File: src/rtl/adc_bank_pkg.sv
package adc_bank_pkg;
    localparam int BYTE_W = 8;

    // Lower byte layout: low result bits on top, ones padding, overrun, ready.
    function automatic logic [BYTE_W-1:0] fmt_low(input logic [1:0] lsbs,
                                                  input logic ovr,
                                                  input logic rdy);
        return {lsbs, 4'hF, ovr, rdy};
    endfunction
endpackage

File: src/rtl/adc_addr_decode.sv
module adc_addr_decode #(
    parameter int NUM_CH = 4,
    parameter int ADDR_W = 4,
    parameter int CH_W   = (NUM_CH > 1) ? $clog2(NUM_CH) : 1
) (
    input  logic              wr_valid,
    input  logic [CH_W-1:0]   wr_chan,
    input  logic              rd_en,
    input  logic [ADDR_W-1:0] rd_addr,
    output logic [NUM_CH-1:0] wr_vec,
    output logic [NUM_CH-1:0] rd_lo_vec,
    output logic [NUM_CH-1:0] rd_hi_vec,
    output logic              sel_hit,
    output logic              sel_upper,
    output logic [CH_W-1:0]   sel_chan
);
    logic [ADDR_W-2:0] slot;

    assign slot      = rd_addr[ADDR_W-1:1];
    assign sel_hit   = (32'(slot) < NUM_CH);
    assign sel_upper = rd_addr[0];
    assign sel_chan  = slot[CH_W-1:0];

    always_comb begin
        wr_vec    = '0;
        rd_lo_vec = '0;
        rd_hi_vec = '0;
        for (int i = 0; i < NUM_CH; i++) begin
            wr_vec[i]    = wr_valid && (32'(wr_chan) == i);
            rd_lo_vec[i] = rd_en && sel_hit && !sel_upper && (32'(slot) == i);
            rd_hi_vec[i] = rd_en && sel_hit &&  sel_upper && (32'(slot) == i);
        end
    end
endmodule

File: src/rtl/adc_chan_slot.sv
module adc_chan_slot #(
    parameter int RES_W = 10
) (
    input  logic             clk,
    input  logic             rst_n,
    input  logic             wr_hit,
    input  logic [RES_W-1:0] wr_data,
    input  logic             rd_lo,
    input  logic             rd_hi,
    output logic [RES_W-1:0] data_q,
    output logic             rdy_q,
    output logic             ovr_q
);
    typedef struct packed {
        logic [RES_W-1:0] data;
        logic             rdy;
        logic             ovr;
        logic             hi_seen;
        logic             lo_seen;
    } slot_t;

    slot_t s_d, s_q;

    always_comb begin
        s_d = s_q;
        if (wr_hit) begin
            s_d.data    = wr_data;
            s_d.rdy     = 1'b1;
            s_d.ovr     = s_q.ovr | ~(s_q.hi_seen & s_q.lo_seen);
            s_d.hi_seen = 1'b0;
            s_d.lo_seen = 1'b0;
        end else begin
            if (rd_lo) begin
                s_d.rdy     = 1'b0;
                s_d.ovr     = 1'b0;
                s_d.lo_seen = 1'b1;
            end
            if (rd_hi) begin
                s_d.hi_seen = 1'b1;
            end
        end
    end

    always_ff @(posedge clk or negedge rst_n) begin
        if (!rst_n) begin
            s_q.data    <= '0;
            s_q.rdy     <= 1'b0;
            s_q.ovr     <= 1'b0;
            s_q.hi_seen <= 1'b1;
            s_q.lo_seen <= 1'b1;
        end else begin
            s_q <= s_d;
        end
    end

    assign data_q = s_q.data;
    assign rdy_q  = s_q.rdy;
    assign ovr_q  = s_q.ovr;

    assert_rdy_set_R3: assert property (@(posedge clk) disable iff (!rst_n)
        wr_hit |=> rdy_q);
    assert_rdy_clear_R4: assert property (@(posedge clk) disable iff (!rst_n)
        (rd_lo && !wr_hit) |=> !rdy_q);
    assert_ovr_raise_R5: assert property (@(posedge clk) disable iff (!rst_n)
        (wr_hit && !(s_q.hi_seen && s_q.lo_seen)) |=> ovr_q);
    assert_ovr_sticky_R8: assert property (@(posedge clk) disable iff (!rst_n)
        (wr_hit && ovr_q) |=> ovr_q);
    assert_ovr_clear_R6: assert property (@(posedge clk) disable iff (!rst_n)
        (rd_lo && !wr_hit) |=> !ovr_q);
    assert_flags_hold_R10: assert property (@(posedge clk) disable iff (!rst_n)
        (!wr_hit && !rd_lo) |=> ($stable(rdy_q) && $stable(ovr_q)));
    assert_data_load_R1: assert property (@(posedge clk) disable iff (!rst_n)
        wr_hit |=> (data_q == $past(wr_data)));
    assert_data_hold_R1: assert property (@(posedge clk) disable iff (!rst_n)
        !wr_hit |=> $stable(data_q));
endmodule

File: src/rtl/adc_read_mux.sv
module adc_read_mux
    import adc_bank_pkg::*;
#(
    parameter int NUM_CH = 4,
    parameter int RES_W  = 10,
    parameter int CH_W   = (NUM_CH > 1) ? $clog2(NUM_CH) : 1
) (
    input  logic [NUM_CH-1:0][RES_W-1:0] data_all,
    input  logic [NUM_CH-1:0]            rdy_all,
    input  logic [NUM_CH-1:0]            ovr_all,
    input  logic                         sel_hit,
    input  logic                         sel_upper,
    input  logic [CH_W-1:0]              sel_chan,
    output logic [BYTE_W-1:0]            rd_data
);
    logic [RES_W-1:0] cur;

    assign cur = data_all[sel_chan];

    always_comb begin
        rd_data = '0;
        if (sel_hit) begin
            if (sel_upper) rd_data = cur[RES_W-1:RES_W-BYTE_W];
            else           rd_data = fmt_low(cur[1:0], ovr_all[sel_chan], rdy_all[sel_chan]);
        end
    end
endmodule

File: src/rtl/adc_result_bank.sv
module adc_result_bank
    import adc_bank_pkg::*;
#(
    parameter int NUM_CH = 4,
    parameter int RES_W  = 10,
    parameter int ADDR_W = 4,
    parameter int CH_W   = (NUM_CH > 1) ? $clog2(NUM_CH) : 1
) (
    input  logic              clk,
    input  logic              rst_n,
    input  logic              wr_valid,
    input  logic [CH_W-1:0]   wr_chan,
    input  logic [RES_W-1:0]  wr_data,
    input  logic              rd_en,
    input  logic [ADDR_W-1:0] rd_addr,
    output logic [7:0]        rd_data
);
    localparam int MAP_BYTES = 2 * NUM_CH;

    logic [NUM_CH-1:0]            wr_vec, rd_lo_vec, rd_hi_vec;
    logic [NUM_CH-1:0][RES_W-1:0] data_all;
    logic [NUM_CH-1:0]            rdy_all, ovr_all;
    logic                         sel_hit, sel_upper;
    logic [CH_W-1:0]              sel_chan;

    adc_addr_decode #(.NUM_CH(NUM_CH), .ADDR_W(ADDR_W), .CH_W(CH_W)) u_dec (
        .wr_valid(wr_valid), .wr_chan(wr_chan), .rd_en(rd_en), .rd_addr(rd_addr),
        .wr_vec(wr_vec), .rd_lo_vec(rd_lo_vec), .rd_hi_vec(rd_hi_vec),
        .sel_hit(sel_hit), .sel_upper(sel_upper), .sel_chan(sel_chan)
    );

    for (genvar g = 0; g < NUM_CH; g++) begin : g_slot
        adc_chan_slot #(.RES_W(RES_W)) u_slot (
            .clk(clk), .rst_n(rst_n),
            .wr_hit(wr_vec[g]), .wr_data(wr_data),
            .rd_lo(rd_lo_vec[g]), .rd_hi(rd_hi_vec[g]),
            .data_q(data_all[g]), .rdy_q(rdy_all[g]), .ovr_q(ovr_all[g])
        );
    end

    adc_read_mux #(.NUM_CH(NUM_CH), .RES_W(RES_W), .CH_W(CH_W)) u_mux (
        .data_all(data_all), .rdy_all(rdy_all), .ovr_all(ovr_all),
        .sel_hit(sel_hit), .sel_upper(sel_upper), .sel_chan(sel_chan),
        .rd_data(rd_data)
    );

    assert_pad_ones_R2: assert property (@(posedge clk) disable iff (!rst_n)
        (!rd_addr[0] && (32'(rd_addr) < MAP_BYTES)) |-> (rd_data[5:2] == 4'hF));
    assert_unmapped_zero_R9: assert property (@(posedge clk) disable iff (!rst_n)
        (32'(rd_addr) >= MAP_BYTES) |-> (rd_data == 8'h00));
    assert_one_write_R8: assert property (@(posedge clk) disable iff (!rst_n)
        $onehot0(wr_vec));
endmodule

File: config.mk
export PLATFORM = sky130hd
export DESIGN_NAME = adc_result_bank
export DESIGN_NICKNAME = d
export VERILOG_FILES = /design/src/rtl/adc_bank_pkg.sv /design/src/rtl/adc_addr_decode.sv /design/src/rtl/adc_chan_slot.sv /design/src/rtl/adc_read_mux.sv /design/src/rtl/adc_result_bank.sv
export SDC_FILE = /design/constraint.sdc
export NUM_CORES = 1
export LEC_CHECK = 0
export ABC_AREA = 1
export BUFFER_PORTS_ARGS = -buffer_cell sky130_fd_sc_hd__buf_2
export CORE_MARGIN = 5
export CORE_UTILIZATION = 25
export CTS_CLUSTER_SIZE = 12
export DETAILED_ROUTE_END_ITERATION = 8
export MAX_ROUTING_LAYER = met4
export PLACE_DENSITY_LB_ADDON = 0.25
export SYNTH_ARGS = -nofsm -noshare
export SYNTH_HDL_FRONTEND = slang
export SYNTH_SLANG_ARGS = --single-unit
File: constraint.sdc
create_clock -name clk -period 2.89 [get_ports clk]
set_clock_uncertainty 0.2 [all_clocks]
set_input_delay 0.1445 -clock clk [delete_from_list [all_inputs] [get_ports clk]]
set_output_delay 0.1445 -clock clk [all_outputs]
set_load 0.03 [all_outputs]
==> results of run 1 <==
==> routing by layer <==
metal  up-vias  GRT usage [%]  part of all wire, %
met5         -              -                    0
met4         0          2.244                 0.47
met3         2          2.086                  3.9
met2        35          17.61                   45
met1      1014          15.49                   51
li1       1115              -                    -
==> synth_stat cells <==
cell | instances | area, um^2
nand2_1 | 136 | 510.5
dfrtp_1 | 48 | 1201
o21ai_0 | 33 | 165.2
inv_1 | 24 | 90.09
nor2_1 | 24 | 90.09
nand3_1 | 16 | 80.08
dfstp_2 | 8 | 210.2
a21oi_1 | 7 | 35.03
o21ai_2 | 7 | 61.31
o21ai_1 | 5 | 25.02
buf_6 | 4 | 45.04
inv_2 | 4 | 15.01
buf_2 | 3 | 15.01
clkbuf_2 | 3 | 15.01
nor2_8 | 2 | 40.04
buf_4 | 1 | 7.510
clkinv_2 | 1 | 5.000
nor2_4 | 1 | 11.26
nor3_1 | 1 | 5.000
nor3_2 | 1 | 10.01
o22ai_1 | 1 | 6.260
==> worst min-delay path by stage <==
stage	start	end	cells past startpoint
5_1_grt	rd_en	g_slot[3].u_slot.rdy_q$_DFFE_PN0P_	4
6_report	rd_en	g_slot[3].u_slot.rdy_q$_DFFE_PN0P_	4
3_5_place_dp	rst_n	g_slot[3].u_slot.data_q[9]$_DFFE_PN0P_	1
4_1_cts	rd_en	g_slot[3].u_slot.rdy_q$_DFFE_PN0P_	4
3_3_place_gp	rst_n	g_slot[3].u_slot.data_q[9]$_DFFE_PN0P_	1
2_1_floorplan	rst_n	g_slot[0].u_slot.data_q[0]$_DFFE_PN0P_	0
==> layout make-up <==
class | instances | area, um^2 | area share (%)
Clock buffer | 5 | 68.82 | 2.210
Clock inverter | 3 | 18.77 | 0.6027
Timing Repair Buffer | 44 | 295.3 | 9.482
Multi-Input combinational cell | 234 | 1040 | 33.39
Inverter | 29 | 110.1 | 3.536
Tap cell | 136 | 170.2 | 5.464
Sequential cell | 56 | 1411 | 45.32
==> critical path, stage by stage <==
cell	delay [ps]
dlygate4sd3_1	530
buf_2	140
inv_1	50
nand3_1	600
inv_1	310
o22ai_1	120
inv_1	60
==> cells by family (layout without fill, tap and decap cells) <==
family          count (synthesis)  in the layout
compound gates                 53             53
buf+inv                        40             81
flops                          56             56
simple gates                  181            181
==> power by group <==
group / internal (mW) / switching [mW]
Sequential: 0.912 / 0.0628
Clock: 0.170 / 0.261
Combinational: 0.121 / 0.199
==> state kept, by name, indices dropped and copies added, names as in the netlist <==
register / flops
g_slot.u_slot.data_q: 40
g_slot.u_slot.ovr_q: 4
g_slot.u_slot.rdy_q: 4
g_slot.u_slot.s_q: 8
==> repair_timing <==
item	in CTS	in global routing
resized for setup	0	0
endpoints found under the setup margin	0	0
hold buffers	13	0
hold endpoints to repair	62	0
==> run metrics, run 1 <==
# nets final=390; first-pass iteration count of the detailed router=4; Rel. slew slack=40.95%; initial drt markers=72; vias=2,166; Seq/Total Area, Yosys=53.38%; Antenna diodes=0; most frequent cells in the layout=nand2_1 (136), dfrtp_1 (48), o21ai_0 (33); Total Wirelength=roughly 6.6 mm; status=finished, final reports clean; WS Path Type=input pin to register; CTS tree=done; H-Tree Depth=2; Data arrival, critical path=1960 ps; clock transition at the registers of the reported paths=100 ps; die area=12,730 um^2; Avg Cell Area, Syn=8.011 um^2; Worst Setup Start Kind=input pin; DRT antenna net count=0; largest family of logic cells by synthesized area=simple AND/OR/NAND/NOR gates; Reg2Reg Capture Point=g_slot[1].u_slot.ovr_q$_DFFE_PN0P_; cell total after placement=a little under 500; Fill cells=about 1,100; Seq cells post-synth=56; hpwl dp=4.559 mm; Post-CTS Setup Bufs=0; cell area after layout=3114 um^2; Worst R2R Path Depth=5; Num CTS Buffers=5; Area Growth Syn to Fin=17.79%; fin crit period=1906 ps; vias in the first global route=2,236; Synth Instances=330; PnR worst setup slack=983.7 ps; CP Capture Type=register; most common library cell in the layout ignoring fill and taps=nand2_1; clk_lat worst skew=300 ps; largest net degree at the start of global routing=26; num ports=28; Hold Vio Cnt, Final=0; mux cell area share after synthesis=0%; antenna violations before repair=0; worst endpoint required time=2940 ps; Distinct cells, synth=21; Worst Path Max Fanout=23; mapped cell area=2644 um^2; Max Root-Sink Buffers=2; Total Power=between 1.5 and 2 mW; Pwr per Cell Area=554.1 nW/um^2; grt total ovfl=0; Port Buffer Count=27; root buf cell=clkbuf_8; Synth Area in Compound Gates=11.07%; Non-Filler Instances=507; syn_nets=350; final setup fails=0; Placed Area=2897 um^2; flop2flop setup slack=between 1500 and 2000 ps; drt wl/cell=approximately 13 um; leakage=about 1.6 nW; VDD IR max=236.2 uV; Core Util, Final=~30%; Reg-to-Reg Start=g_slot[1].u_slot.s_q[1]$_DFFE_PN1P_; drt drc=0; DIE WIDTH=between 100 and 150 um; launch point of the worst path=wr_chan[1]; RSZ-0062 raised after global routing=no; worst min path class=input pin to register; Die Y=112.8 um; Simple-Gate Fraction of Synth Area=28.25%; Synth Area in XOR/XNOR=0%; Yosys Warn Count=0; Synth Area in Adders=0%; first-pass GRT wire length=11.16 mm; fin crit share=about two thirds; drt via density=~4.3; CP endpoint=g_slot[1].u_slot.ovr_q$_DFFE_PN0P_; total track usage=a little under an eighth; share of layout cells above drive strength 1=16.98%; routability cong.=about 0.75; maximum clock rate=524.6 MHz; Hold WS=28.89 ps; Sinks on Clock Net=56; setup TNS=0 ps; initial core utilization=25.61%; pre-CTS setup slack=around 1100 ps; Least-Margin Pin Slew=883.3 ps; Core Box Area=between 10,000 and 15,000 um^2; Max Cap Violations=0; Final Max Tran Viols=0; row count=37
(Power assumes the default switching activity.)
==> run 2: changes to the inputs <==
clock period = 1.96 ns   (was 2.89 ns; I/O delays follow)
==> run 2 against run 1 <==
Against the previous run: core utilization rose by 0.47 points; combinational power increased by 49%; clock power increased by 56%; power rose by 50%; sequential power up 48%; global-route usage decreased by 0.11 points; cell count is 0.59% higher; largest cell class unchanged; wire length decreased by 0.51%; clock-buffer cell count unchanged.
==> run metrics, run 2 (synthesis gave the netlist of run 1 again) <==
status=finished, final reports clean; Sinks on Clock Net=56 (unchanged); most common library cell in the layout ignoring fill and taps=nand2_1; fin crit period=between 1500 and 2000 ps; RSZ-0062 raised after global routing=no; Worst R2R Path Depth=5 (unchanged); # nets final=393 (+0.77%); Least-Margin Pin Slew=500.1 ps (-383.3 ps); WS Path Type=input pin to register; drt wl/cell=12.92 um (-1.1%); Hold Vio Cnt, Final=0 (unchanged); row count=37 (unchanged); CTS tree=done; fin crit share=83.88%; hpwl dp=4.499 mm (-1.3%); Non-Filler Instances=510 (+0.59%); Total Wirelength=6.587 mm (-0.51%); DRT antenna net count=0 (unchanged); initial drt markers=114 (+58%); Final Max Tran Viols=0 (unchanged); Core Box Area=10,320 um^2 (unchanged); H-Tree Depth=2 (unchanged); Data arrival, critical path=1650 ps (-310 ps); Num CTS Buffers=5 (unchanged); most frequent cells in the layout=nand2_1 (136), dfrtp_1 (48), o21ai_0 (33); total track usage=11.19% (-0.11 points); worst endpoint required time=1960 ps (-980 ps); root buf cell=clkbuf_8; Max Cap Violations=0 (unchanged); Worst Setup Start Kind=input pin; Die Y=112.8 um (unchanged); FF/Latch Area=1411 um^2 (unchanged); Worst Path Max Fanout=14 (-39%); max reg flops=40 (unchanged); VDD IR max=311.7 uV (+32%); clk_lat worst skew=320 ps (+20 ps); initial core utilization=25.61% (unchanged); Port Buffer Count=27 (unchanged); largest net degree at the start of global routing=39 (+50%); clock transition at the registers of the reported paths=110 ps (about the same); vias in the first global route=2,159 (-3.4%); DIE WIDTH=112.8 um (unchanged); worst min path class=input pin to async pin; Fill cells=1,134 (+0.62%); Area Growth Syn to Fin=19.64%; grt total ovfl=0 (unchanged); num ports=28 (unchanged); routability cong.=0.7906 (+5.3%); Antenna diodes=0 (unchanged); Core Util, Final=30.64% (+0.47 points); share of layout cells above drive strength 1=17.11% (+0.13 points); leakage=1.590 nW (+0.99%); drt via density=4.222 (-1.2%); die area=12,730 um^2 (unchanged); Max Root-Sink Buffers=2 (unchanged); Multi-input gate area=1040 um^2 (unchanged); setup TNS=0 ps (unchanged); CP Capture Type=register; Pwr per Cell Area=818.2 nW/um^2 (+48%); Total Power=2.588 mW (+50%); first-pass iteration count of the detailed router=4 (unchanged); maximum clock rate=608.3 MHz; cell total after placement=487 (+0.21%); first-pass GRT wire length=11.19 mm (+0.30%); final setup fails=0 (unchanged); antenna violations before repair=0 (unchanged); Rel. slew slack=66.61% (+26 points); drt drc=0 (unchanged); vias=2,153 (-0.60%); Post-CTS Setup Bufs=0 (unchanged)
-- run 2: changes by cell type in the layout (fill, tap and decap cells not counted) --
cell           before  now
clkinvlp_4          0    1
buf_12              0    1
dlygate4sd3_1      13   15
inv_8               0    1
clkinv_2            3    1
-- run 2: metrics by stage --
step                worst slack [ps]  hold slack (ps)  instance area (um^2)
floorplan                      642.6           -397.6                  2644
global placement               408.0           -116.3                  2917
detailed placement             368.1           -121.3                  2917
CTS                            297.0            59.15                  3163
global route                   135.9            84.81                  3163
finish                         316.0            65.69                  3163
-- run 2: cell type report --
type | count | share of cell area, %
Tap cell | 136 | 5.380
Clock inverter | 3 | 0.8703
Inverter | 29 | 3.481
Multi-Input combinational cell | 234 | 32.87
Sequential cell | 56 | 44.62
Timing Repair Buffer | 47 | 10.60
Clock buffer | 5 | 2.176
-- run 2: power breakdown --
group / total, mW / internal [mW] / switching, mW
combinational: 0.478 / 0.185 / 0.293
clock: 0.674 / 0.264 / 0.410
sequential: 1.44 / 1.35 / 0.0913
-- run 2: critical path, stage by stage --
cell	delay [ps]
dlygate4sd3_1	530
buf_2	140
inv_1	50
nand3_1	340
buf_4	340
nand2_1	70
o21ai_0	70
-- run 2: path summary, 6_finish.rpt --
path | slack (ps) | startpoint | end
max | 320 | wr_chan[1] | g_slot[1].u_slot.data_q[8]$_DFFE_PN0P_
min reg2reg | 280 | g_slot[1].u_slot.s_q[0]$_DFFE_PN1P_ | g_slot[1].u_slot.s_q[0]$_DFFE_PN1P_
min | 70 | rst_n | g_slot[0].u_slot.ovr_q$_DFFE_PN0P_
max reg2reg | 770 | g_slot[1].u_slot.s_q[1]$_DFFE_PN1P_ | g_slot[1].u_slot.ovr_q$_DFFE_PN0P_
max in group asynchronous | 860 | rst_n | g_slot[2].u_slot.s_q[0]$_DFFE_PN1P_
min in group clk | 70 | rd_addr[2] | g_slot[0].u_slot.s_q[1]$_DFFE_PN1P_
-- run 2: timing repair --
| item | CTS | global route |
|---|---|---|
| resized for setup | 0 | 0 |
| hold buffers | 15 | 0 |
| endpoints found under the hold margin | 96 | 0 |
-- run 2: metal layers --
metal | global-route usage [%] | part of all wire (%) | vias up
met5 | - | 0 | -
met4 | 2.885 | 0.41 | 0
met3 | 1.872 | 4.1 | 2
met2 | 17.10 | 45 | 42
met1 | 15.46 | 51 | 989
li1 | - | - | 1120
